File: config.mk
export PLATFORM = sky130hd
export DESIGN_NAME = svm_operand_mapper
export DESIGN_NICKNAME = d
export VERILOG_FILES = /design/src/rtl/svm_map_pkg.sv /design/src/rtl/svm_map_geom.sv /design/src/rtl/svm_map_walk.sv /design/src/rtl/svm_operand_mapper.sv
export SDC_FILE = /design/constraint.sdc
export NUM_CORES = 1
export LEC_CHECK = 0
export BUFFER_PORTS_ARGS = -buffer_cell sky130_fd_sc_hd__buf_2
export CORE_MARGIN = 4
export CORE_UTILIZATION = 38
export CTS_BUF_LIST = sky130_fd_sc_hd__clkbuf_4
export CTS_CLUSTER_SIZE = 20
export DETAILED_ROUTE_END_ITERATION = 8
export HOLD_SLACK_MARGIN = 0.05
export PLACE_DENSITY = 0.62
export SKIP_CTS_REPAIR_TIMING = 1
export SLEW_MARGIN = 30
export SYNTH_ARGS = -nofsm -noshare
export SYNTH_HDL_FRONTEND = slang
export SYNTH_SLANG_ARGS = --single-unit
File: constraint.sdc
create_clock -name clk -period 4.55 [get_ports clk]
set_input_delay 0.2275 -clock clk [delete_from_list [all_inputs] [get_ports clk]]
set_output_delay 0.2275 -clock clk [all_outputs]
set_load 0.05 [all_outputs]
File: src/rtl/svm_map_pkg.sv
package svm_map_pkg;

    typedef enum logic [1:0] {
        PH_IDLE = 2'd0,
        PH_FM   = 2'd1,
        PH_KER  = 2'd2,
        PH_DONE = 2'd3
    } phase_e;

endpackage

File: src/rtl/svm_map_geom.sv
module svm_map_geom #(
    parameter int TN_LG2    = 2,
    parameter int NW        = 7,
    parameter int BW        = 5,
    parameter int MW        = 5,
    parameter int RW        = 5,
    parameter int KW        = 5,
    parameter int FM_WORDS  = 512,
    parameter int KER_WORDS = 512
) (
    input  logic          clk,
    input  logic          rst_n,
    input  logic          accept,
    input  logic          busy,
    input  logic          mode,
    input  logic [BW-1:0] batch,
    input  logic [MW-1:0] msvm,
    input  logic [NW-1:0] nsvm,
    output logic          mode_q,
    output logic [NW-1:0] nsvm_q,
    output logic [RW-1:0] rows_q,
    output logic [RW-1:0] kerns_q,
    output logic [KW-1:0] k_q,
    output logic          fits_q
);
    localparam int TN = 1 << TN_LG2;

    typedef struct packed {
        logic          mode;
        logic [NW-1:0] nsvm;
        logic [RW-1:0] rows;
        logic [RW-1:0] kerns;
        logic [KW-1:0] k;
        logic          fits;
    } geo_t;

    geo_t g_d, g_q;

    logic [NW:0]   n_round;
    logic [KW-1:0] k_new;
    logic [RW-1:0] b_ext, m_ext, rows_new, kerns_new;
    logic [31:0]   fm_need, ker_need;

    always_comb begin
        n_round   = {1'b0, nsvm} + (NW+1)'(TN - 1);
        k_new     = KW'(n_round >> TN_LG2);
        b_ext     = RW'(batch);
        m_ext     = RW'(msvm);
        rows_new  = mode ? m_ext : b_ext;
        kerns_new = mode ? b_ext : m_ext;
        fm_need   = 32'(rows_new) * 32'(k_new);
        ker_need  = 32'(kerns_new) * 32'(k_new);

        g_d = g_q;
        if (accept) begin
            g_d.mode  = mode;
            g_d.nsvm  = nsvm;
            g_d.rows  = rows_new;
            g_d.kerns = kerns_new;
            g_d.k     = k_new;
            g_d.fits  = (fm_need <= 32'(FM_WORDS)) && (ker_need <= 32'(KER_WORDS));
        end
    end

    always_ff @(posedge clk) begin
        if (!rst_n) g_q <= '0;
        else        g_q <= g_d;
    end

    assign mode_q  = g_q.mode;
    assign nsvm_q  = g_q.nsvm;
    assign rows_q  = g_q.rows;
    assign kerns_q = g_q.kerns;
    assign k_q     = g_q.k;
    assign fits_q  = g_q.fits;

    // captured geometry cannot change while a layout is running
    p_geom_hold_r2: assert property (@(posedge clk) disable iff (!rst_n)
        busy |=> $stable(g_q));

    // a captured window length is never zero
    p_k_nonzero_r3: assert property (@(posedge clk) disable iff (!rst_n)
        busy |-> (g_q.k != '0));

endmodule

File: src/rtl/svm_map_walk.sv
module svm_map_walk
    import svm_map_pkg::*;
#(
    parameter int TN_LG2 = 2,
    parameter int NW     = 7,
    parameter int RW     = 5,
    parameter int KW     = 5,
    parameter int AW     = 8,
    parameter int EW     = 6
) (
    input  logic              clk,
    input  logic              rst_n,
    input  logic              accept,
    input  logic              mode,
    input  logic [NW-1:0]     nsvm,
    input  logic [RW-1:0]     rows,
    input  logic [RW-1:0]     kerns,
    input  logic [KW-1:0]     k,
    output logic              busy,
    output logic              ready,
    output logic              wr_valid,
    output logic              wr_buf,
    output logic [TN_LG2-1:0] wr_chan,
    output logic [AW-1:0]     wr_addr,
    output logic              src_kind,
    output logic [RW-1:0]     src_row,
    output logic [EW-1:0]     src_elem,
    output logic              wr_zero
);
    localparam int TN = 1 << TN_LG2;
    localparam int CW = TN_LG2;

    typedef struct packed {
        phase_e        ph;
        logic [CW-1:0] c;
        logic [KW-1:0] p;
        logic [RW-1:0] row;
        logic [AW-1:0] base;
        logic [EW-1:0] n;
    } walk_t;

    walk_t s_d, s_q;

    logic [RW-1:0] cnt;
    logic          last_c, last_p, last_r;

    always_comb begin
        cnt    = (s_q.ph == PH_KER) ? kerns : rows;
        last_c = (s_q.c == CW'(TN - 1));
        last_p = (s_q.p == k - KW'(1));
        last_r = (s_q.row == cnt - RW'(1));

        s_d = s_q;
        unique case (s_q.ph)
            PH_IDLE, PH_DONE: begin
                if (accept) begin
                    s_d    = '0;
                    s_d.ph = PH_FM;
                end
            end
            PH_FM, PH_KER: begin
                s_d.c = s_q.c + CW'(1);
                s_d.n = s_q.n + EW'(1);
                if (last_c) begin
                    s_d.p = s_q.p + KW'(1);
                    if (last_p) begin
                        s_d.p = '0;
                        s_d.n = '0;
                        if (last_r) begin
                            s_d.row  = '0;
                            s_d.base = '0;
                            s_d.ph   = (s_q.ph == PH_FM) ? PH_KER : PH_DONE;
                        end else begin
                            s_d.row  = s_q.row + RW'(1);
                            s_d.base = s_q.base + AW'(k);
                        end
                    end
                end
            end
            default: s_d.ph = PH_IDLE;
        endcase
    end

    always_ff @(posedge clk) begin
        if (!rst_n) s_q <= '0;
        else        s_q <= s_d;
    end

    assign busy     = (s_q.ph == PH_FM) || (s_q.ph == PH_KER);
    assign ready    = (s_q.ph == PH_DONE);
    assign wr_valid = busy;
    assign wr_buf   = (s_q.ph == PH_KER);
    assign wr_chan  = s_q.c;
    assign wr_addr  = s_q.base + AW'(s_q.p);
    assign src_kind = mode ^ wr_buf;
    assign src_row  = s_q.row;
    assign src_elem = s_q.n;
    assign wr_zero  = (32'(s_q.n) >= 32'(nsvm));

    // channel advances by one, wrapping, on every consecutive write
    p_chan_step_r7: assert property (@(posedge clk) disable iff (!rst_n)
        (wr_valid && $past(wr_valid)) |-> (wr_chan == CW'($past(wr_chan) + 1'b1)));

    // address stays inside the rows times window area of the phase
    p_addr_bound_r7: assert property (@(posedge clk) disable iff (!rst_n)
        wr_valid |-> (32'(wr_addr) < 32'(cnt) * 32'(k)));

    // no feature-map write follows a kernel write
    p_buf_order_r6: assert property (@(posedge clk) disable iff (!rst_n)
        (wr_valid && wr_buf) |=> !(wr_valid && !wr_buf));

    // within a row, a data write is never preceded by a pad write
    p_pad_tail_r8: assert property (@(posedge clk) disable iff (!rst_n)
        (wr_valid && !wr_zero && $past(wr_valid) && (src_elem != '0)) |-> !$past(wr_zero));

endmodule

File: src/rtl/svm_operand_mapper.sv
module svm_operand_mapper #(
    parameter int TN_LG2    = 2,
    parameter int MAX_N     = 64,
    parameter int MAX_M     = 16,
    parameter int MAX_B     = 16,
    parameter int FM_WORDS  = 512,
    parameter int KER_WORDS = 512,
    localparam int TN       = 1 << TN_LG2,
    localparam int MAX_K    = (MAX_N + TN - 1) / TN,
    localparam int MAX_R    = (MAX_M > MAX_B) ? MAX_M : MAX_B,
    localparam int NW       = $clog2(MAX_N + 1),
    localparam int BW       = $clog2(MAX_B + 1),
    localparam int MW       = $clog2(MAX_M + 1),
    localparam int RW       = $clog2(MAX_R + 1),
    localparam int KW       = $clog2(MAX_K + 1),
    localparam int AW       = $clog2(MAX_R * MAX_K),
    localparam int EW       = $clog2(MAX_K * TN)
) (
    input  logic              clk,
    input  logic              rst_n,
    input  logic              start,
    input  logic              mode,
    input  logic [BW-1:0]     batch,
    input  logic [MW-1:0]     msvm,
    input  logic [NW-1:0]     nsvm,
    output logic              ready,
    output logic              wr_valid,
    output logic              wr_buf,
    output logic [TN_LG2-1:0] wr_chan,
    output logic [AW-1:0]     wr_addr,
    output logic              src_kind,
    output logic [RW-1:0]     src_row,
    output logic [EW-1:0]     src_elem,
    output logic              wr_zero,
    output logic [RW-1:0]     geo_fm_rows,
    output logic [KW-1:0]     geo_fm_cols,
    output logic [RW-1:0]     geo_out_ch,
    output logic [RW-1:0]     geo_out_size,
    output logic [KW-1:0]     geo_ker_len,
    output logic [KW-1:0]     geo_stride,
    output logic              geo_fits
);
    logic          busy, accept, dims_ok;
    logic          mode_q, fits_q;
    logic [NW-1:0] nsvm_q;
    logic [RW-1:0] rows_q, kerns_q;
    logic [KW-1:0] k_q;

    assign dims_ok = (batch != '0) && (msvm != '0) && (nsvm != '0);
    assign accept  = start && !busy && dims_ok;

    svm_map_geom #(
        .TN_LG2(TN_LG2), .NW(NW), .BW(BW), .MW(MW), .RW(RW), .KW(KW),
        .FM_WORDS(FM_WORDS), .KER_WORDS(KER_WORDS)
    ) u_geom (
        .clk(clk), .rst_n(rst_n), .accept(accept), .busy(busy),
        .mode(mode), .batch(batch), .msvm(msvm), .nsvm(nsvm),
        .mode_q(mode_q), .nsvm_q(nsvm_q), .rows_q(rows_q),
        .kerns_q(kerns_q), .k_q(k_q), .fits_q(fits_q)
    );

    svm_map_walk #(
        .TN_LG2(TN_LG2), .NW(NW), .RW(RW), .KW(KW), .AW(AW), .EW(EW)
    ) u_walk (
        .clk(clk), .rst_n(rst_n), .accept(accept), .mode(mode_q),
        .nsvm(nsvm_q), .rows(rows_q), .kerns(kerns_q), .k(k_q),
        .busy(busy), .ready(ready), .wr_valid(wr_valid), .wr_buf(wr_buf),
        .wr_chan(wr_chan), .wr_addr(wr_addr), .src_kind(src_kind),
        .src_row(src_row), .src_elem(src_elem), .wr_zero(wr_zero)
    );

    assign geo_fm_rows  = rows_q;
    assign geo_fm_cols  = k_q;
    assign geo_out_ch   = kerns_q;
    assign geo_out_size = rows_q;
    assign geo_ker_len  = k_q;
    assign geo_stride   = k_q;
    assign geo_fits     = fits_q;

    // a finished layout issues no writes
    p_ready_quiet_r10: assert property (@(posedge clk) disable iff (!rst_n)
        ready |-> !wr_valid);

    // a rejected start from idle leaves the write port quiet
    p_reject_zero_r2: assert property (@(posedge clk) disable iff (!rst_n)
        (start && !busy && !dims_ok) |=> !wr_valid);

    // the first write follows an accepted start by one cycle
    p_first_write_r6: assert property (@(posedge clk) disable iff (!rst_n)
        accept |=> (wr_valid && !wr_buf && (wr_addr == '0)));

endmodule

==> flow_metrics.env <==
export IMPL_cts_tree="yes"
export IMPL_ys_async_sr_fraction_pct=0
export IMPL_tightest_slew_ps=731
export IMPL_antenna_cells_inserted=0
export IMPL_grt_setup_unrepaired="no"
export IMPL_clock_latency_late_sink_ps=430
export IMPL_first_pass_iters=5
export IMPL_yosysTopAreaCell="dfxtp_1"
export IMPL_finalSetupViolCount=0
export IMPL_grt_pass1_vias=4254
export IMPL_portion_of_the_clock_cycle_consumed_by_the_worst_path_in_the_final_layout_pct=93.0
export IMPL_ys_ff_latch=52
export IMPL_io_pin_count=78
export IMPL_worstReg2RegEnd="u_walk.s_q[26]"
export IMPL_netlist_area_leader_share_pct=21.1
export IMPL_netlist_area_pre_place_mm2=0.00492
export IMPL_finalHoldViolations=0
export IMPL_grt_max_degree=41
export IMPL_critPathLaunchType="primary input"
export IMPL_antenna_left=0
export IMPL_die_height_um=122
export IMPL_cp_data_required_time_ps=4930
export IMPL_r2r_cells=10
export IMPL_synth_edff_count=0
export IMPL_slew_headroom_pct=51.3
export IMPL_first_iter_violations=311
export IMPL_synthMostInstantiatedCell="nor2_1"
export IMPL_clk_pin_slew_worst_paths_ps=180
export IMPL_totalWireLength_um=12600
export IMPL_tritoncts_num_sinks=52
export IMPL_r2r_setup_slack_ps=1370
export IMPL_seq_area_frac_synth_pct=21.1
export IMPL_via_per_inst=5.15
export IMPL_min_period_ps=4230
export IMPL_synth_warning_count=0
export IMPL_worstSetupPathType="in2reg"
export IMPL_synth_commonest_cells="nor2_1 (72), ha_1 (61), dfxtp_1 (52), inv_1 (52), nand2_1 (36)"
export IMPL_max_freq_ghz=0.236
export IMPL_total_power_mw=1.90
export IMPL_min_delay_path_depth=3
export IMPL_crit_path_end_kind="flop"
export IMPL_synth_avg_cell_area_um2=8.31
export IMPL_floorplan_core_area_mm2=0.0127
export IMPL_layout_drive_gt1_share_pct=20.8
export IMPL_holdCritStartpoint="nsvm[4]"
export IMPL_hold_path_endpoint="u_geom.nsvm_q[4]"
export IMPL_power_ir_vdd_worst_mv=0.129
export IMPL_antenna_found_initial=0
export IMPL_run_status="finished clean"
export IMPL_nets=759
export IMPL_dp_slack_ps=-127
export IMPL_initial_utilization_pct=38.8
export IMPL_power_density_mw_per_mm2=343
export IMPL_hpwl_after_dpl_um=10100
export IMPL_flow_area_growth_from_synthesis_pct=12.6
export IMPL_slew_violations=0
export IMPL_routed_length_per_placed_instance_um=15.2
export IMPL_clock_root_buffer="clkbuf_4"
export IMPL_startpoint_of_the_worst_setup_timing_path="nsvm[1]"
export IMPL_cts_htree_levels=2
export IMPL_post_synth_inst_count=592
export IMPL_vias=4276
export IMPL_worst_path_max_fanout=4
export IMPL_core_rowCount=41
export IMPL_weighted_congestion_at_the_end_of_routability_driven_global_placement=0.981
export IMPL_grt_first_pass_wirelength_um=21500
export IMPL_final_global_route_overflow_total=0
export IMPL_cts_made_buffers=5
export IMPL_fp_dieArea_mm2=0.0148
export IMPL_path_class_of_the_lowest_slack_min_delay_path="in2reg"
export IMPL_clock_tree_buffer_depth=2
export IMPL_synth_area_leaders="dfxtp_1 (21%), ha_1 (16%), fa_1 (8.1%), nor2_1 (5.5%), buf_4 (4.3%)"
export IMPL_synth_top_flop_cell="dfxtp_1"
export IMPL_p_leak_nw=2.70
export IMPL_die_x_um=122
export IMPL_port_buffer_count=77
export IMPL_synth_nets=694
export IMPL_cp_data_arrival_time_ps=4610
export IMPL_worst_slack_ps=317
export IMPL_route_detailed_drc=0
export IMPL_post_synth_num_cell_types=58
export IMPL_timing_rr_start="u_walk.s_q[27]"
export IMPL_cap_viol_max_count=0
export IMPL_grtUsageTotal_pct=17.8
export IMPL_clock_skew_ps=16.8
layout make-up:
cell class / count / area (um^2)
flip-flops and latches: 52 / 1040
inverters: 52 / 195
clock inverters: 3 / 46.3
repair buffers: 106 / 606
fillers: 1296 / 7130
well taps: 172 / 215
multi-input cells: 440 / 3400
clock buffers: 5 / 37.5
through the flow:
stage	setup TNS (ps)	hold slack (ps)	utilization [%]	cell area (um^2)	std cells
after floorplan	0	361	-	4940	592
after global placement	-18.5	448	43.0	5450	821
after detailed placement	-127	442	43.0	5450	821
after CTS	0	38.3	43.7	5530	829
after global routing	0	61.0	43.8	5540	830
final	0	93.8	43.8	5540	830
critical path, cell delays in order:
cell and delay [ps]:
buf_2 90, o21a_1 190, nand3_1 110, xor2_1 160
or2_2 310, fa_1 540, fa_1 450, fa_1 540
inv_1 70, ha_4 240, nor2b_1 120, o21a_1 180
o41a_1 350, or4_1 540, a221o_1 330, a21oi_1 130
power by group:
part	total (mW)	switching [mW]	internal [mW]	leakage [nW]
clock	0.293	0.176	0.118	0.0418
combinational	1.07	0.676	0.389	2.23
sequential	0.542	0.0477	0.494	0.424
cell usage in the layout, fill, tap and decap left out, types with 2 or more instances in the layout:
master      n
xnor2_1    18
ha_1       60
and3_1      2
nand2_1    36
nor3_1     13
o211ai_1    2
inv_1      52
a2111oi_0   2
o211a_1     3
a31oi_1     2
nor2_1     71
a21oi_1    35
o221ai_1    3
nand4_1     3
clkbuf_4    5
or3_1       5
nand2b_1    9
buf_2      77
a211o_1     2
nor2b_1    10
or4_1       4
o21bai_1    3
mux2i_1    15
a211oi_1   16
fa_1       20
nand4b_1    2
dfxtp_1    52
nor3b_1     3
a21o_1     12
or2_2      15
a22oi_1     6
o21ai_0    14
nand3_1    13
buf_4      28
xor2_1     14
o21a_1      4
flip-flops by register name, summed over array words and instances (netlist names):
register and flops:
u_walk.s_q 15, u_geom.nsvm_q 7, u_walk.src_elem 6, u_geom.k_q 5
u_geom.kerns_q 5, u_geom.rows_q 5, u_walk.src_row 5, u_walk.wr_chan 2
u_geom.fits_q 1, u_geom.mode_q 1
worst max path at each step:
stage                    end  slack (ps)
2_1_floorplan  u_geom.fits_q           3
3_3_place_gp   u_geom.fits_q         -20
3_5_place_dp   u_geom.fits_q        -130
4_1_cts        u_geom.fits_q         360
5_1_grt        u_geom.fits_q          60
6_report       u_geom.fits_q         320
kinds of logic after synthesis:
logic type      share of synthesized area, %
simple gates                            19.0
fa+ha+maj                               23.6
buf+inv                                 10.3
mux                                     3.56
xor+xnor                                6.15
compound gates                          16.2
flops                                   21.1
metal layers:
layer | routed length (um) | up-vias | global-route usage, %
li1 | - | 2149 | -
met5 | 0 | - | 0
met2 | 6200 | 74 | 31.1
met1 | 5770 | 2035 | 23.0
met4 | 185 | 0 | 3.92
met3 | 471 | 18 | 2.88
(Power assumes the default switching activity.)
